[config.mk]
export PLATFORM = sky130hd
export DESIGN_NAME = sync_burst_sram
export DESIGN_NICKNAME = d
export VERILOG_FILES = /design/src/rtl/sbs_pkg.sv /design/src/rtl/sbs_ctrl.sv /design/src/rtl/sbs_array.sv /design/src/rtl/sync_burst_sram.sv
export SDC_FILE = /design/constraint.sdc
export NUM_CORES = 2
export LEC_CHECK = 0
export ABC_AREA = 1
export BUFFER_PORTS_ARGS = -buffer_cell sky130_fd_sc_hd__buf_2
export CAP_MARGIN = 15
export CORE_UTILIZATION = 30
export CTS_BUF_LIST = sky130_fd_sc_hd__clkbuf_8
export CTS_CLUSTER_DIAMETER = 30
export DETAILED_ROUTE_END_ITERATION = 16
export SYNTH_ARGS = -nofsm -noshare
export SYNTH_HDL_FRONTEND = slang
export SYNTH_SLANG_ARGS = --single-unit
[constraint.sdc]
create_clock -name clk -period 2.95 [get_ports clk]
set_input_delay 0.295 -clock clk [delete_from_list [all_inputs] [get_ports clk]]
set_output_delay 0.295 -clock clk [all_outputs]
set_load 0.005 [all_outputs]
[src/rtl/sbs_pkg.sv]
package sbs_pkg;
  localparam int LANES  = 4;
  localparam int LANE_W = 9;
  localparam int DATA_W = LANES * LANE_W;
  localparam int BURST_W = 2;
  typedef logic [LANES-1:0] lane_mask_t;
endpackage

[src/rtl/sbs_ctrl.sv]
module sbs_ctrl
  import sbs_pkg::*;
#(
  parameter int AW = 6
) (
  input  logic          clk,
  input  logic          rst,
  input  logic [AW-1:0] addr,
  input  logic          adsp_n,
  input  logic          adsc_n,
  input  logic          adv_n,
  input  logic          ce1_n,
  input  logic          ce2,
  input  logic          ce3_n,
  input  logic          gw_n,
  input  logic          bwe_n,
  input  logic [LANES-1:0] bw_n,
  output logic [AW-1:0] acc_addr,
  output logic [AW-1:0] cur_addr,
  output lane_mask_t    lane_we,
  output logic          proc_take,
  output logic          rd_q,
  output logic          first_q
);
  logic enables_ok, ctl_take, strobe, capture, selected, sel_next;
  logic [BURST_W-1:0] next_lo;
  lane_mask_t wr_dec;

  always_comb begin
    enables_ok = !ce1_n && ce2 && !ce3_n;
    proc_take  = !adsp_n && !ce1_n;
    ctl_take   = !adsc_n && !proc_take;
    strobe     = proc_take || ctl_take;
    capture    = strobe && enables_ok;
    sel_next   = capture || (selected && !strobe);
    next_lo    = cur_addr[BURST_W-1:0] + 1'b1;
    if (capture)     acc_addr = addr;
    else if (!adv_n) acc_addr = {cur_addr[AW-1:BURST_W], next_lo};
    else             acc_addr = cur_addr;
    if (!gw_n)       wr_dec = '1;
    else if (!bwe_n) wr_dec = ~bw_n;
    else             wr_dec = '0;
    lane_we = (sel_next && !proc_take) ? wr_dec : '0;
  end

  always_ff @(posedge clk) begin
    if (rst) begin
      selected <= 1'b0;
      cur_addr <= '0;
      rd_q     <= 1'b0;
      first_q  <= 1'b0;
    end else begin
      selected <= sel_next;
      if (sel_next) cur_addr <= acc_addr;
      rd_q    <= sel_next && (lane_we == '0);
      first_q <= sel_next && (lane_we == '0) && !selected;
    end
  end

  assert_capture_R1: assert property (@(posedge clk) disable iff (rst)
    (strobe && enables_ok) |=> (cur_addr == $past(addr)) && selected);

  assert_wrap_R4: assert property (@(posedge clk) disable iff (rst)
    (selected && !strobe && !adv_n) |=>
      (cur_addr[BURST_W-1:0] == BURST_W'($past(cur_addr[BURST_W-1:0]) + 1)) &&
      (cur_addr[AW-1:BURST_W] == $past(cur_addr[AW-1:BURST_W])));

  assert_hold_R5: assert property (@(posedge clk) disable iff (rst)
    (selected && !strobe && adv_n) |=> $stable(cur_addr));

  assert_deselect_R11: assert property (@(posedge clk) disable iff (rst)
    (strobe && !enables_ok) |=> !selected && !rd_q);
endmodule

[src/rtl/sbs_array.sv]
module sbs_array
  import sbs_pkg::*;
#(
  parameter int AW = 6
) (
  input  logic              clk,
  input  lane_mask_t        we,
  input  logic [AW-1:0]     waddr,
  input  logic [DATA_W-1:0] wdata,
  input  logic [AW-1:0]     raddr,
  output logic [DATA_W-1:0] rdata
);
  localparam int DEPTH = 1 << AW;

  for (genvar g = 0; g < LANES; g++) begin : g_lane
    logic [LANE_W-1:0] mem [DEPTH];
    always_ff @(posedge clk) begin
      if (we[g]) mem[waddr] <= wdata[g*LANE_W +: LANE_W];
      rdata[g*LANE_W +: LANE_W] <= mem[raddr];
    end
  end
endmodule

[src/rtl/sync_burst_sram.sv]
module sync_burst_sram
  import sbs_pkg::*;
#(
  parameter int AW = 6
) (
  input  logic              clk,
  input  logic              rst,
  input  logic [AW-1:0]     addr,
  input  logic              adsp_n,
  input  logic              adsc_n,
  input  logic              adv_n,
  input  logic              ce1_n,
  input  logic              ce2,
  input  logic              ce3_n,
  input  logic              gw_n,
  input  logic              bwe_n,
  input  logic [3:0]        bw_n,
  input  logic              oe_n,
  input  logic [35:0]       wdata,
  output logic [35:0]       rdata,
  output logic              rdata_en
);
  logic [AW-1:0] acc_addr, cur_addr;
  lane_mask_t    lane_we;
  logic          proc_take, rd_q, first_q, valid_q, mask_q;

  sbs_ctrl #(.AW(AW)) u_ctrl (
    .clk(clk), .rst(rst), .addr(addr), .adsp_n(adsp_n), .adsc_n(adsc_n),
    .adv_n(adv_n), .ce1_n(ce1_n), .ce2(ce2), .ce3_n(ce3_n), .gw_n(gw_n),
    .bwe_n(bwe_n), .bw_n(bw_n), .acc_addr(acc_addr), .cur_addr(cur_addr),
    .lane_we(lane_we), .proc_take(proc_take), .rd_q(rd_q), .first_q(first_q)
  );

  sbs_array #(.AW(AW)) u_array (
    .clk(clk), .we(lane_we), .waddr(acc_addr), .wdata(wdata),
    .raddr(cur_addr), .rdata(rdata)
  );

  always_ff @(posedge clk) begin
    if (rst) begin
      valid_q <= 1'b0;
      mask_q  <= 1'b0;
    end else begin
      valid_q <= rd_q;
      mask_q  <= first_q;
    end
  end

  assign rdata_en = !oe_n && valid_q && !mask_q;

  assert_proc_read_R2: assert property (@(posedge clk) disable iff (rst)
    (!adsp_n && !ce1_n) |-> (lane_we == '0));

  assert_pipe_R8: assert property (@(posedge clk) disable iff (rst)
    rd_q |=> valid_q);

  assert_oe_R9: assert property (@(posedge clk) disable iff (rst)
    oe_n |-> !rdata_en);

  assert_mask_R10: assert property (@(posedge clk) disable iff (rst)
    mask_q |-> !rdata_en);
endmodule

==> results by group <==
Routing
  – Post-DR vias/cell: 5.01
  – DR WL met2: 135000 um
  – Amount of wire on met3 after detailed routing: between 20000 and 30000 um
  – Count of routing violations after the opening detailed-route iteration: 8617
  – Post-detailed-route DRC marker count: 0
  – Antenna-violating nets left: 0
  – First-pass detailed-route iteration total: 8
  – Overall via count from detail_route: 65963
  – Post-route met1 wirelength: 119000 um
  – Highest routed layer: met5
  – Total routed wirelength: 293000 um
  – Routed wire per std cell: 22.3 um

Critical path
  – Sequence of cells on the critical path: nand2_1, xor2_1, nand2_1, o21ai_1, buf_4, nand2_1, nor2_2, buf_4, nand2_1, buf_4, nor2_1, buf_4
  – Critical path class: reg -> reg
  – CP peak stage delay: 0.54 ns
  – Data arrival time at the worst-slack endpoint: 3.51 ns
  – Type of element launching the critical path: flip-flop
  – Worst-path fanout max: 9
  – Master of the slowest instance on the critical path: sky130_fd_sc_hd__dfxtp_4
  – Endpoint kind of the worst setup timing path: flip-flop
  – Number of buffers and inverters on the critical path: 4
  – Req. time, crit path: approximately 3.6 ns
  – Family of cells with the greatest summed delay on the critical path: simple AND/OR/NAND/NOR gates

Clocking
  – Total setup buffers inserted after CTS: 0
  – CTS H-tree lvls: 5
  – TritonCTS clock tree: built
  – Number of clock buffers inserted by TritonCTS: 443
  – Master cell of the clock root buffer: sky130_fd_sc_hd__clkbuf_8
  – Clock transition time at the flip-flop clock pins of the worst setup and hold paths: roughly 0.06 ns
  – Deepest clock path buffer count: 4
  – Count of clock tree sinks: 2351
  – Skew-Pair Late Insertion Delay: 1.08 ns

Yosys
  – Compound-gate portion of the synthesized area: less than 1%
  – Post-synthesis mux area share: 0%
  – Area share of the largest cell type after synthesis: 73.5%
  – Yosys Warn Count: 0
  – Synthesized-area fraction occupied by and/or/nand/nor cells: 23.0%
  – Dominant combinational cell family by area after synthesis: simple AND/OR/NAND/NOR gates
  – Cell type with the largest total area after synthesis: sky130_fd_sc_hd__edfxtp_1
  – Sequential cell area fraction in the yosys report: 74.5%
  – Post-synthesis cell type count: 22
  – Gate count of the mapped netlist: 7968
  – Biggest area contributors in the synthesized netlist: sky130_fd_sc_hd__edfxtp_1 74%, sky130_fd_sc_hd__nand3_1 11%, sky130_fd_sc_hd__nand2_1 11%, sky130_fd_sc_hd__clkbuf_1 1.4%, sky130_fd_sc_hd__nor2_1 1.1%
  – Area of the mapped netlist: 94100 um^2
  – Flip-flop and latch count after synthesis: around 2400
  – Net count after synthesis: 8025
  – Share of synthesized cell area in full adder, half adder and majority cells: 0%
  – Post-Synth XOR/XNOR Area: 0.00931%
  – Avg Inst Size Synth: 11.8 um^2

Floorplanning
  – Die height: 562 um
  – Core area: between 300000 and 400000 um^2
  – I/O Pins: 94
  – DIE WIDTH: 562 um
  – Die area: ~320000 um^2
  – Standard-cell row count: ~210
  – Initial core utilization: between 30% and 40%

GRT
  – Number of antenna violations at the first check in global routing: 25
  – Tot GR Track Use: around 18%
  – Overflow after GRT: 0
  – Largest net degree at the start of global routing: around 130
  – Vias in the first global route: about 64000
  – Wire length of the first global-routing pass: 424000 um

Place
  – Instance area at placement: 104000 um^2
  – Routability Congestion: 0.895
  – Detail Placement HPWL: 184000 um
  – Cell Count Post-Placement: 12281
  – # port buffers: 93
  – Worst-case setup slack after placement: -0.267 ns

Final layout
  – Fraction of layout cells with a size suffix above 1: ~16%
  – Area growth, synth to finish: 20.9%
  – Final non-filler cell total: 13160
  – Leading cell type in the layout, fill and taps excluded: sky130_fd_sc_hd__nand2_1
  – Layout net count: a little under 9000
  – Final std cell area, no fill: 114000 um^2
  – Commonest cells after routing, fill and taps aside: 2631 x sky130_fd_sc_hd__nand2_1, 2304 x sky130_fd_sc_hd__edfxtp_1, 2130 x sky130_fd_sc_hd__nand3_1, 494 x sky130_fd_sc_hd__buf_4, 447 x sky130_fd_sc_hd__clkbuf_8

Pwr
  – Total power density per cell area: 654 nW/um^2
  – Design Power: around 74 mW
  – Leakage power: slightly above 40 nW
  – Worst vdd rail ir drop: 0.435 mV

Timing
  – Final period util: 97.3%
  – Min Tclk post-route: 2.87 ns
  – Setup violation total in the final timing report: 0
  – Final-report hold violation count: 0
  – Maximum clock frequency: 349 MHz
  – Tightest hold margin: 0.108 ns
  – Actual transition at the worst max-transition pin: 1.04 ns
  – Number of max-slew violations in the final report: 0
  – Worst clock skew: 0.165 ns
  – Worst path setup slack after routing: 0.0809 ns
  – Slew HR: 30.7%
  – Unrepaired setup endpoints after global routing: false

Outcome
  – Run status: finished clean

Job
  – Max cap viols: 0

Hold path
  – Path class of the lowest-slack min-delay path: in -> reg
-- power by group --
part | internal, mW | switching (mW) | total [mW]
Clock | 18.2 | 14.7 | 32.9
Sequential | 36.8 | 0.122 | 36.9
Combinational | 1.25 | 3.31 | 4.56
Total | 56.3 | 18.1 | 74.4
-- final cells by class --
cell class	instances	area, um^2
clock buffers	447	6150
clock inverters	368	3170
flip-flops and latches	2351	70100
diodes	21	52.6
multi-input cells	5068	21800
fillers	30214	198000
repair buffers	742	7120
inverters	23	115
well taps	4140	5180
-- synthesized netlist by cell type, drive strengths merged --
master  number
nand2     2635
edfxtp    2304
nand3     2131
clkbuf     345
nor2       283
buf        181
dfxtp       47
inv         22
o21ai       12
a21oi        3
clkinv       1
nor3         1
nor3b        1
o31ai        1
xor2         1
-- metal layers --
metal	track usage [%]	vias to the layer above
li1	-	29632
met1	23.8	32275
met2	28.6	3459
met3	3.93	579
met4	7.57	18
met5	0	-
-- registers in the layout, indices dropped and copies added, names as in the netlist --
name	flops
valid_q	1
u_ctrl.selected	1
mask_q	1
u_array.g_lane.mem	2304
u_ctrl.rd_q	1
u_array.rdata	36
u_ctrl.first_q	1
u_ctrl.cur_addr	6
-- worst min-delay path, stage by stage --
cell and delay [ns]:
sky130_fd_sc_hd__buf_2 0.12, sky130_fd_sc_hd__o21ai_0 0.11, sky130_fd_sc_hd__buf_4 0.19, sky130_fd_sc_hd__o31ai_1 0.08, sky130_fd_sc_hd__nand2_1 0.15, sky130_fd_sc_hd__inv_1 0.06
-- cells by family after synthesis --
logic type / after synthesis
AO/OA/AOI/OAI: 16
XOR/XNOR: 1
buffers and inverters: 549
flip-flops: 2351
AND/OR/NAND/NOR: 5051
-- path summary, 6_finish.rpt --
| kind | start | endpoint | slack [ns] | cells past startpoint |
|---|---|---|---|---|
| setup / recovery | u_ctrl.cur_addr[0] | u_array.g_lane[0].mem[57][4] | 0.08 | 12 |
| hold / removal | gw_n | u_ctrl.rd_q | 0.11 | 6 |
| setup reg to reg | u_ctrl.cur_addr[0] | u_array.g_lane[0].mem[57][4] | 0.08 | 12 |
| hold reg to reg | u_ctrl.rd_q | valid_q | 0.41 | 2 |
-- timing repair --
action,4_1_cts,5_1_grt
hold buffers,43,0
endpoints found under the hold margin,1534,0
endpoints found under the setup margin,0,5
resized for setup,0,1
-- through the flow --
step | util, % | TNS (ns)
2_1_floorplan | - | 0
6_report | 36.5 | 0
3_3_place_gp | 33.3 | -89.37
4_1_cts | 36.4 | 0
3_5_place_dp | 33.3 | -73.87
5_1_grt | 36.5 | 0
Note: power is estimated with default switching activity, not from simulation.
